$ cat config.mk
export PLATFORM = sky130hd
export DESIGN_NAME = raw_hazard_ctrl
export DESIGN_NICKNAME = d
export VERILOG_FILES = /design/src/rtl/hz_pkg.sv /design/src/rtl/hz_stage_track.sv /design/src/rtl/hz_loaduse_detect.sv /design/src/rtl/hz_bypass_sel.sv /design/src/rtl/raw_hazard_ctrl.sv
export SDC_FILE = /design/constraint.sdc
export NUM_CORES = 1
export LEC_CHECK = 0
export ABC_AREA = 1
export BUFFER_PORTS_ARGS = -buffer_cell sky130_fd_sc_hd__buf_4
export CAP_MARGIN = 20
export CORE_UTILIZATION = 57
export CTS_BUF_LIST = sky130_fd_sc_hd__clkbuf_8
export DETAILED_ROUTE_END_ITERATION = 10
export PLACE_DENSITY = 0.95
export SLEW_MARGIN = 20
export SYNTH_ARGS = -nofsm -noshare
export SYNTH_HDL_FRONTEND = slang
export SYNTH_SLANG_ARGS = --single-unit
$ cat constraint.sdc
create_clock -name clk -period 2.15 [get_ports clk]
set_clock_uncertainty 0.2 [all_clocks]
set_input_delay 0.43 -clock clk [delete_from_list [all_inputs] [get_ports clk]]
set_output_delay 0.43 -clock clk [all_outputs]
set_load 0.1 [all_outputs]
$ cat src/rtl/hz_pkg.sv
package hz_pkg;
  localparam int RA_W   = 5;
  localparam int N_OPND = 2;

  typedef logic [RA_W-1:0] reg_idx_t;

  typedef enum logic [1:0] {
    BYP_RF  = 2'b00,
    BYP_WB  = 2'b01,
    BYP_MEM = 2'b10
  } byp_sel_e;

  typedef struct packed {
    reg_idx_t rd;
    reg_idx_t rs2;
    logic     wr;
    logic     ld;
    logic     st;
  } stage_tag_t;
endpackage

$ cat src/rtl/hz_stage_track.sv
module hz_stage_track
  import hz_pkg::*;
(
  input  logic       clk,
  input  logic       rst,
  input  logic       bubble_i,
  input  stage_tag_t id_tag_i,
  output stage_tag_t ex_tag_o,
  output stage_tag_t mem_tag_o
);
  stage_tag_t ex_q, mem_q;

  always_ff @(posedge clk) begin
    if (rst) begin
      ex_q  <= '0;
      mem_q <= '0;
    end else begin
      ex_q  <= bubble_i ? '0 : id_tag_i;
      mem_q <= ex_q;
    end
  end

  assign ex_tag_o  = ex_q;
  assign mem_tag_o = mem_q;
endmodule

$ cat src/rtl/hz_loaduse_detect.sv
module hz_loaduse_detect
  import hz_pkg::*;
(
  input  reg_idx_t   rs1_i,
  input  reg_idx_t   rs2_i,
  input  logic       use_rs1_i,
  input  logic       use_rs2_i,
  input  logic       is_store_i,
  input  stage_tag_t ex_tag_i,
  output logic       stall_o
);
  logic load_ahead;
  logic hit1, hit2;

  always_comb begin
    load_ahead = ex_tag_i.ld && ex_tag_i.wr && (ex_tag_i.rd != '0);
    hit1       = use_rs1_i && (rs1_i == ex_tag_i.rd);
    // store data is patched in the memory stage instead of stalling
    hit2       = use_rs2_i && !is_store_i && (rs2_i == ex_tag_i.rd);
    stall_o    = load_ahead && (hit1 || hit2);
  end
endmodule

$ cat src/rtl/hz_bypass_sel.sv
module hz_bypass_sel
  import hz_pkg::*;
#(
  parameter int NOPND = N_OPND
) (
  input  logic       clk,
  input  logic       rst,
  input  logic       kill_i,
  input  reg_idx_t   src_i  [NOPND],
  input  logic       used_i [NOPND],
  input  stage_tag_t ex_tag_i,
  input  stage_tag_t mem_tag_i,
  output byp_sel_e   sel_o  [NOPND],
  output logic       st_fwd_o
);
  logic ex_can, mem_can;
  assign ex_can  = ex_tag_i.wr && !ex_tag_i.ld && (ex_tag_i.rd != '0);
  assign mem_can = mem_tag_i.wr && (mem_tag_i.rd != '0);

  for (genvar g = 0; g < NOPND; g++) begin : g_opnd
    byp_sel_e sel_d, sel_q;

    always_comb begin
      sel_d = BYP_RF;
      if (!kill_i && used_i[g]) begin
        if (ex_can && (ex_tag_i.rd == src_i[g]))
          sel_d = BYP_MEM;
        else if (mem_can && (mem_tag_i.rd == src_i[g]))
          sel_d = BYP_WB;
      end
    end

    always_ff @(posedge clk) begin
      if (rst) sel_q <= BYP_RF;
      else     sel_q <= sel_d;
    end

    assign sel_o[g] = sel_q;

    // a nonzero select needs a used, nonzero source
    assert_src_valid_R7: assert property (@(posedge clk) disable iff (rst)
      (sel_q != BYP_RF) |-> ($past(used_i[g]) && ($past(src_i[g]) != '0)));

    // the near path only ever serves a writing non-load producer
    assert_near_alu_R3: assert property (@(posedge clk) disable iff (rst)
      (sel_q == BYP_MEM) |-> ($past(ex_tag_i.wr) && !$past(ex_tag_i.ld)));
  end

  logic st_fwd_q;
  always_ff @(posedge clk) begin
    if (rst) st_fwd_q <= 1'b0;
    else     st_fwd_q <= ex_tag_i.st && mem_tag_i.ld && mem_can &&
                         (mem_tag_i.rd == ex_tag_i.rs2);
  end
  assign st_fwd_o = st_fwd_q;
endmodule

$ cat src/rtl/raw_hazard_ctrl.sv
module raw_hazard_ctrl
  import hz_pkg::*;
(
  input  logic              clk,
  input  logic              rst,
  input  logic [RA_W-1:0]   id_rs1_i,
  input  logic [RA_W-1:0]   id_rs2_i,
  input  logic [RA_W-1:0]   id_rd_i,
  input  logic              id_use_rs1_i,
  input  logic              id_use_rs2_i,
  input  logic              id_wr_i,
  input  logic              id_ld_i,
  input  logic              id_st_i,
  output logic              stall_o,
  output logic [1:0]        fwd_a_o,
  output logic [1:0]        fwd_b_o,
  output logic              fwd_st_o,
  output logic              ex_wr_en_o,
  output logic              ex_st_en_o
);
  stage_tag_t id_tag, ex_tag, mem_tag;
  logic       stall;
  reg_idx_t   src  [N_OPND];
  logic       used [N_OPND];
  byp_sel_e   sel  [N_OPND];

  always_comb begin
    id_tag.rd  = id_rd_i;
    id_tag.rs2 = id_rs2_i;
    id_tag.wr  = id_wr_i;
    id_tag.ld  = id_ld_i;
    id_tag.st  = id_st_i;
  end

  assign src[0]  = id_rs1_i;
  assign src[1]  = id_rs2_i;
  assign used[0] = id_use_rs1_i;
  assign used[1] = id_use_rs2_i;

  hz_loaduse_detect u_det (
    .rs1_i     (id_rs1_i),
    .rs2_i     (id_rs2_i),
    .use_rs1_i (id_use_rs1_i),
    .use_rs2_i (id_use_rs2_i),
    .is_store_i(id_st_i),
    .ex_tag_i  (ex_tag),
    .stall_o   (stall)
  );

  hz_stage_track u_trk (
    .clk      (clk),
    .rst      (rst),
    .bubble_i (stall),
    .id_tag_i (id_tag),
    .ex_tag_o (ex_tag),
    .mem_tag_o(mem_tag)
  );

  hz_bypass_sel #(.NOPND(N_OPND)) u_byp (
    .clk      (clk),
    .rst      (rst),
    .kill_i   (stall),
    .src_i    (src),
    .used_i   (used),
    .ex_tag_i (ex_tag),
    .mem_tag_i(mem_tag),
    .sel_o    (sel),
    .st_fwd_o (fwd_st_o)
  );

  assign stall_o    = stall;
  assign fwd_a_o    = sel[0];
  assign fwd_b_o    = sel[1];
  assign ex_wr_en_o = ex_tag.wr;
  assign ex_st_en_o = ex_tag.st;

  // never two stall cycles in a row
  assert_single_stall_R2: assert property (@(posedge clk) disable iff (rst)
    stall_o |=> !stall_o);

  // the cycle after a stall carries a bubble in execute
  assert_bubble_R2: assert property (@(posedge clk) disable iff (rst)
    stall_o |=> (!ex_wr_en_o && !ex_st_en_o && fwd_a_o == 2'b00 && fwd_b_o == 2'b00));

  // a store-data patch follows a store that was in execute
  assert_st_patch_R9: assert property (@(posedge clk) disable iff (rst)
    fwd_st_o |-> $past(ex_st_en_o));
endmodule

Word level (Yosys, flattened, before mapping)
Cells that the tools add are included.

$add $sub $neg: 0. $mul: 0. Div/mod/pow operators: 0. $lt $le $gt $ge: 0. Eq/ne operators: 7. Shift operators: 0. Muxes and demuxes: 4. Bitwise logic cells: 2. Reduce and logical (&&, ||, !) cells: 29.

Operators by type and width (count): 5-bit == test (7); 1-bit logical AND (18); 5-bit nonzero test (2); 2-bit OR reduction (3); 3-bit OR reduction (2); 2-bit 2-to-1 mux (2); 1-bit zero test (3); 1-bit 2-to-1 mux (2); 1-bit inverter (2); 1-bit logical OR (1).

Register bits after elaboration: 25. Bits in latches: 0. Memory bits (writable): 0. Memory bits (read-only): 0. Bits of input ports: 22. Output and inout bits: 8. Word-level logic and storage cells: 55. Memories kept: 0.

Depth between registers and ports, before layout
Depth after elaboration: 9. Depth in mapped cells: 10. Depth with buffers taken out: 9.

Hierarchy
A second synthesis with hierarchy kept.

Cell total of the unflattened synthesis: 266. Area, all modules: 1584.0 µm².

By module, submodules not included: hz_stage_track (times used 1, cells each 83, area an instance 745.7 µm², seq. area each 520.5 µm²); hz_bypass_sel (times used 1, cells each 125, area an instance 613.1 µm², seq. area each 100.1 µm²); hz_loaduse_detect (times used 1, cells each 58, area an instance 225.2 µm², seq. area each 0.0 µm²).

Least setup slack after synthesis
Ideal clock, no wire load.

Path type: reg-to-output. From: reg u_trk.ex_q, in the netlist u_trk.ex_tag_o[2]. To: out stall_o. Data arrival time: 1.886 ns. Data required time: 1.520 ns. Setup slack: -0.366 ns. Stages on the path, launching flop included: 5. Buffers on the path: 0. Cells stage by stage: dfxtp_1 nand3_1 inv_1 nand2_2 inv_1.

Cells in the longest elaborated chain, start to end: 3.

RTL lines: from (decl) (RTL line hz_stage_track.sv:11) `stage_tag_t ex_q, mem_q;`; from (signal assigned) (RTL line hz_stage_track.sv:18) `ex_q <= bubble_i ? '0 : id_tag_i;`; 1-bit logical AND (2 in a row) (RTL line hz_loaduse_detect.sv:16) `load_ahead = ex_tag_i.ld && ex_tag_i.wr && (ex_tag_i.rd != '0);`; 1-bit logical AND (RTL line hz_loaduse_detect.sv:20) `stall_o = load_ahead && (hit1 || hit2);`; to (decl) (RTL line raw_hazard_ctrl.sv:14) `output logic stall_o,`.

Every way passes these cells.

Worst setup path in the final report
From: reg u_trk.ex_q, in the netlist u_trk.ex_tag_o[12]. To: out stall_o.

Cells in the longest elaborated chain, start to end: 4. Elaborated cells between the ends (all ways): 8. Classes of those cells: 2 x eq/ne; 6 x reduce/logical.

RTL lines (RTL line): 5-bit == test (on tied branches) (hz_loaduse_detect.sv:17, hz_loaduse_detect.sv:19); 1-bit logical AND (on tied branches) (hz_loaduse_detect.sv:17, hz_loaduse_detect.sv:19); 1-bit logical OR (hz_loaduse_detect.sv:20); 1-bit logical AND (*) (hz_loaduse_detect.sv:20).

Every way passes the cells marked *; elsewhere a longest branch is shown, timed or not.

==> results.cfg <==
[final_layout]
drive_gt1_share_pct = 30.77
fillers = 111
area_growth_pct = 32.64
n_antenna_cell = 0
nets = 218

[timing]
max_freq_mhz = 475.0
period_share_pct = 97.92
fin_crit_ps = 2105
fin_tns_setup_ps = 0
slew_violations = 0
hold_viol = 0
worstMarginPinSlew_ps = 325.7
maxSlewHeadroom_pct = 78.06
final-setup-viol-count = 0

[place]
place_congestion = 0.7936
hpwl_um = 1973
io_buffer_count = 29

[synth]
synth.net_count = 182
synth_top_area_cell = dfxtp_1
async_flop_share_pct = 0
synth_area_um2 = 1139
ys_warn_count = 0
synth_top_area_share_pct = 43.96
synth.distinct_cells = 23
synth_flop_cell = dfxtp_1
synth_most_common_cell = nor2_1
ys_ff_latch = 25
synth_edf_count = 0
netlist_instances = 160
synth_common_cells = nor2_1 (32), inv_1 (29), nand2_1 (29), dfxtp_1 (25)
syn_avg_cell_area_um2 = 7.116
ys_seq_area_share_pct = 43.96
yosys-top-cells-area = dfxtp_1 (44%), nor2_1 (11%), inv_1 (9.6%)

[power_and_ir_drop]
p_leak_nw = 0.7686
power_density_nw_per_um2 = 615.4
ir_worst_vdd_v = 0.0005124
finalPower_uw = 929.3

[floorplanning]
die_y_um = 46.70
die_w_um = 46.70
start_util_pct = 63.19
core-area_um2 = 1802
boundaryPins = 30
die-area_um2 = 2180
rows = 15

[clocking]
path_clk_slew_ps = 80
root_buffer = clkbuf_8
numCtsBuffers = 3
h-tree-depth = 1
clk_path_buf_depth = 2
cts_tree = built
clock_sinks = 25
insertion_delay_ps = 260

[drt]
remaining_drc_errors = 0
drt-vias-per-instance = 5.250
dr.pass1.iters = 4
drt_iter0_markers = 55
drt_wl_total_um = 3036
antenna_left = 0
vias = 1155
wl_per_cell_um = 13.80

[critical_path]
slowest_delay_ps = 390
path_max_fanout = 3
start_kind = flop
crit_chain = inv_2 -> nand2_1 -> nand2_2 -> nor2_2 -> nand4_1 -> nand2_1 -> nand2_2 -> clkinvlp_4 -> buf_12
path_class = flop to output pin
crit_family = simple AND/OR/NAND/NOR gates
path_buf_inv = 3
crit_cells = 9
reg2reg_depth = 10
end_kind = output pin
cp.required_ps = 1520
crit_slowest_cell = dfxtp_4
cp_data_arrival_time_ps = 1480

[global_route]
overflow = 0
grt_pass1_vias = 1069
grt_pass1_wl_um = 4236
grt_antenna_before_repair = 0
grt_usage_pct = 27.62
grt_max_degree = 14

[hold_path]
min_path_type = input port to flop
hold_depth = 3

[run]
max-cap-violations = 0

[run_status]
status = finished, final reports clean
-- kinds of logic (layout without fill, tap and decap cells) --
group | count (synthesis) | in the layout | synth area share [%]
DFF | 25 | 25 | 43.96
xor gates and xnor gates | 11 | 11 | 8.461
AOI/OAI and AO/OA | 7 | 7 | 3.957
buffers and inverters | 35 | 70 | 12.53
and+or+nand+nor | 82 | 82 | 31.10
-- final timing paths --
kind	from	end	slack, ps
worst min-delay path	id_ld_i	u_trk.ex_tag_o[1]$_SDFF_PP0_	180
worst min register to register	u_trk.ex_tag_o[1]$_SDFF_PP0_	u_trk.mem_tag_o[1]$_SDFF_PP0_	260
worst max register to register	u_trk.ex_tag_o[12]$_SDFF_PP0_	u_trk.ex_tag_o[0]$_SDFF_PP0_	520
worst max-delay path	u_trk.ex_tag_o[12]$_SDFF_PP0_	stall_o	40
-- stage by stage --
stage	setup WS (ps)	util (%)	instance area, um2	hold slack (ps)	instances
6_report	44.77	83.82	1510	176.2	220
5_1_grt	-53.22	83.82	1510	174.9	220
4_1_cts	7.192	79.72	1436	176.2	217
3_5_place_dp	62.22	76.67	1381	248.0	213
3_3_place_gp	106.2	76.67	1381	237.8	213
2_1_floorplan	212.0	-	1144	225.5	160
-- cells in the final DEF, fill, tap and decap left out, types with 2 or more instances in the layout --
cell type and count:
buf_4 32, clkbuf_8 3, dfxtp_1 19, dfxtp_2 2, dfxtp_4 4, inv_1 29
inv_2 4, nand2_1 28, nand2_2 2, nand3_1 7, nand4_1 6, nor2_1 28
nor2_2 6, o21ai_0 2, xnor2_1 5, xnor2_2 2, xor2_1 4
-- cell type report --
type | count | area [um2] | area share, %
clock buffers | 3 | 41.29 | 2.734
clock inverters | 1 | 3.754 | 0.2485
inverters | 33 | 127.6 | 8.451
multi-input cells | 100 | 528.0 | 34.96
flip-flops and latches | 25 | 518.0 | 34.30
well taps | 25 | 31.28 | 2.071
repair buffers | 33 | 260.3 | 17.23
-- worst register-to-register path: stages (launching register included) --
cell and delay, ps:
dfxtp_4 390, inv_2 60, nand2_1 90, nand2_2 60, nor2_2 90, nand4_1 110
nand2_1 90, nand2_2 70, buf_4 160, nand2_4 140, nor2_1 70
-- per-layer routing --
metal | GRT usage [%] | vias up | share of wire (%)
li1 | - | 553 | -
met1 | 29.74 | 508 | 37
met2 | 48.06 | 78 | 51
met3 | 7.059 | 16 | 9.5
met4 | 16.00 | 0 | 3.2
met5 | 0 | - | 0
-- report_power, final --
| group | switching [mW] | internal, mW |
|---|---|---|
| clock | 0.136 | 0.128 |
| combinational | 0.0943 | 0.0735 |
| sequential | 0.0180 | 0.480 |
-- registers in the layout, summed over array words and instances (netlist names) --
name and flops:
u_byp.g_opnd.sel_q 4, u_byp.st_fwd_o 1, u_trk.ex_tag_o 13, u_trk.mem_tag_o 7
-- timing repair --
item                       in CTS  in global routing
resized for setup               4                 16
buffers inserted                0                  3
hold buffers                    0                  0
setup endpoints to repair       1                  1
pin swaps                       0                  6
(Power assumes the default switching activity.)
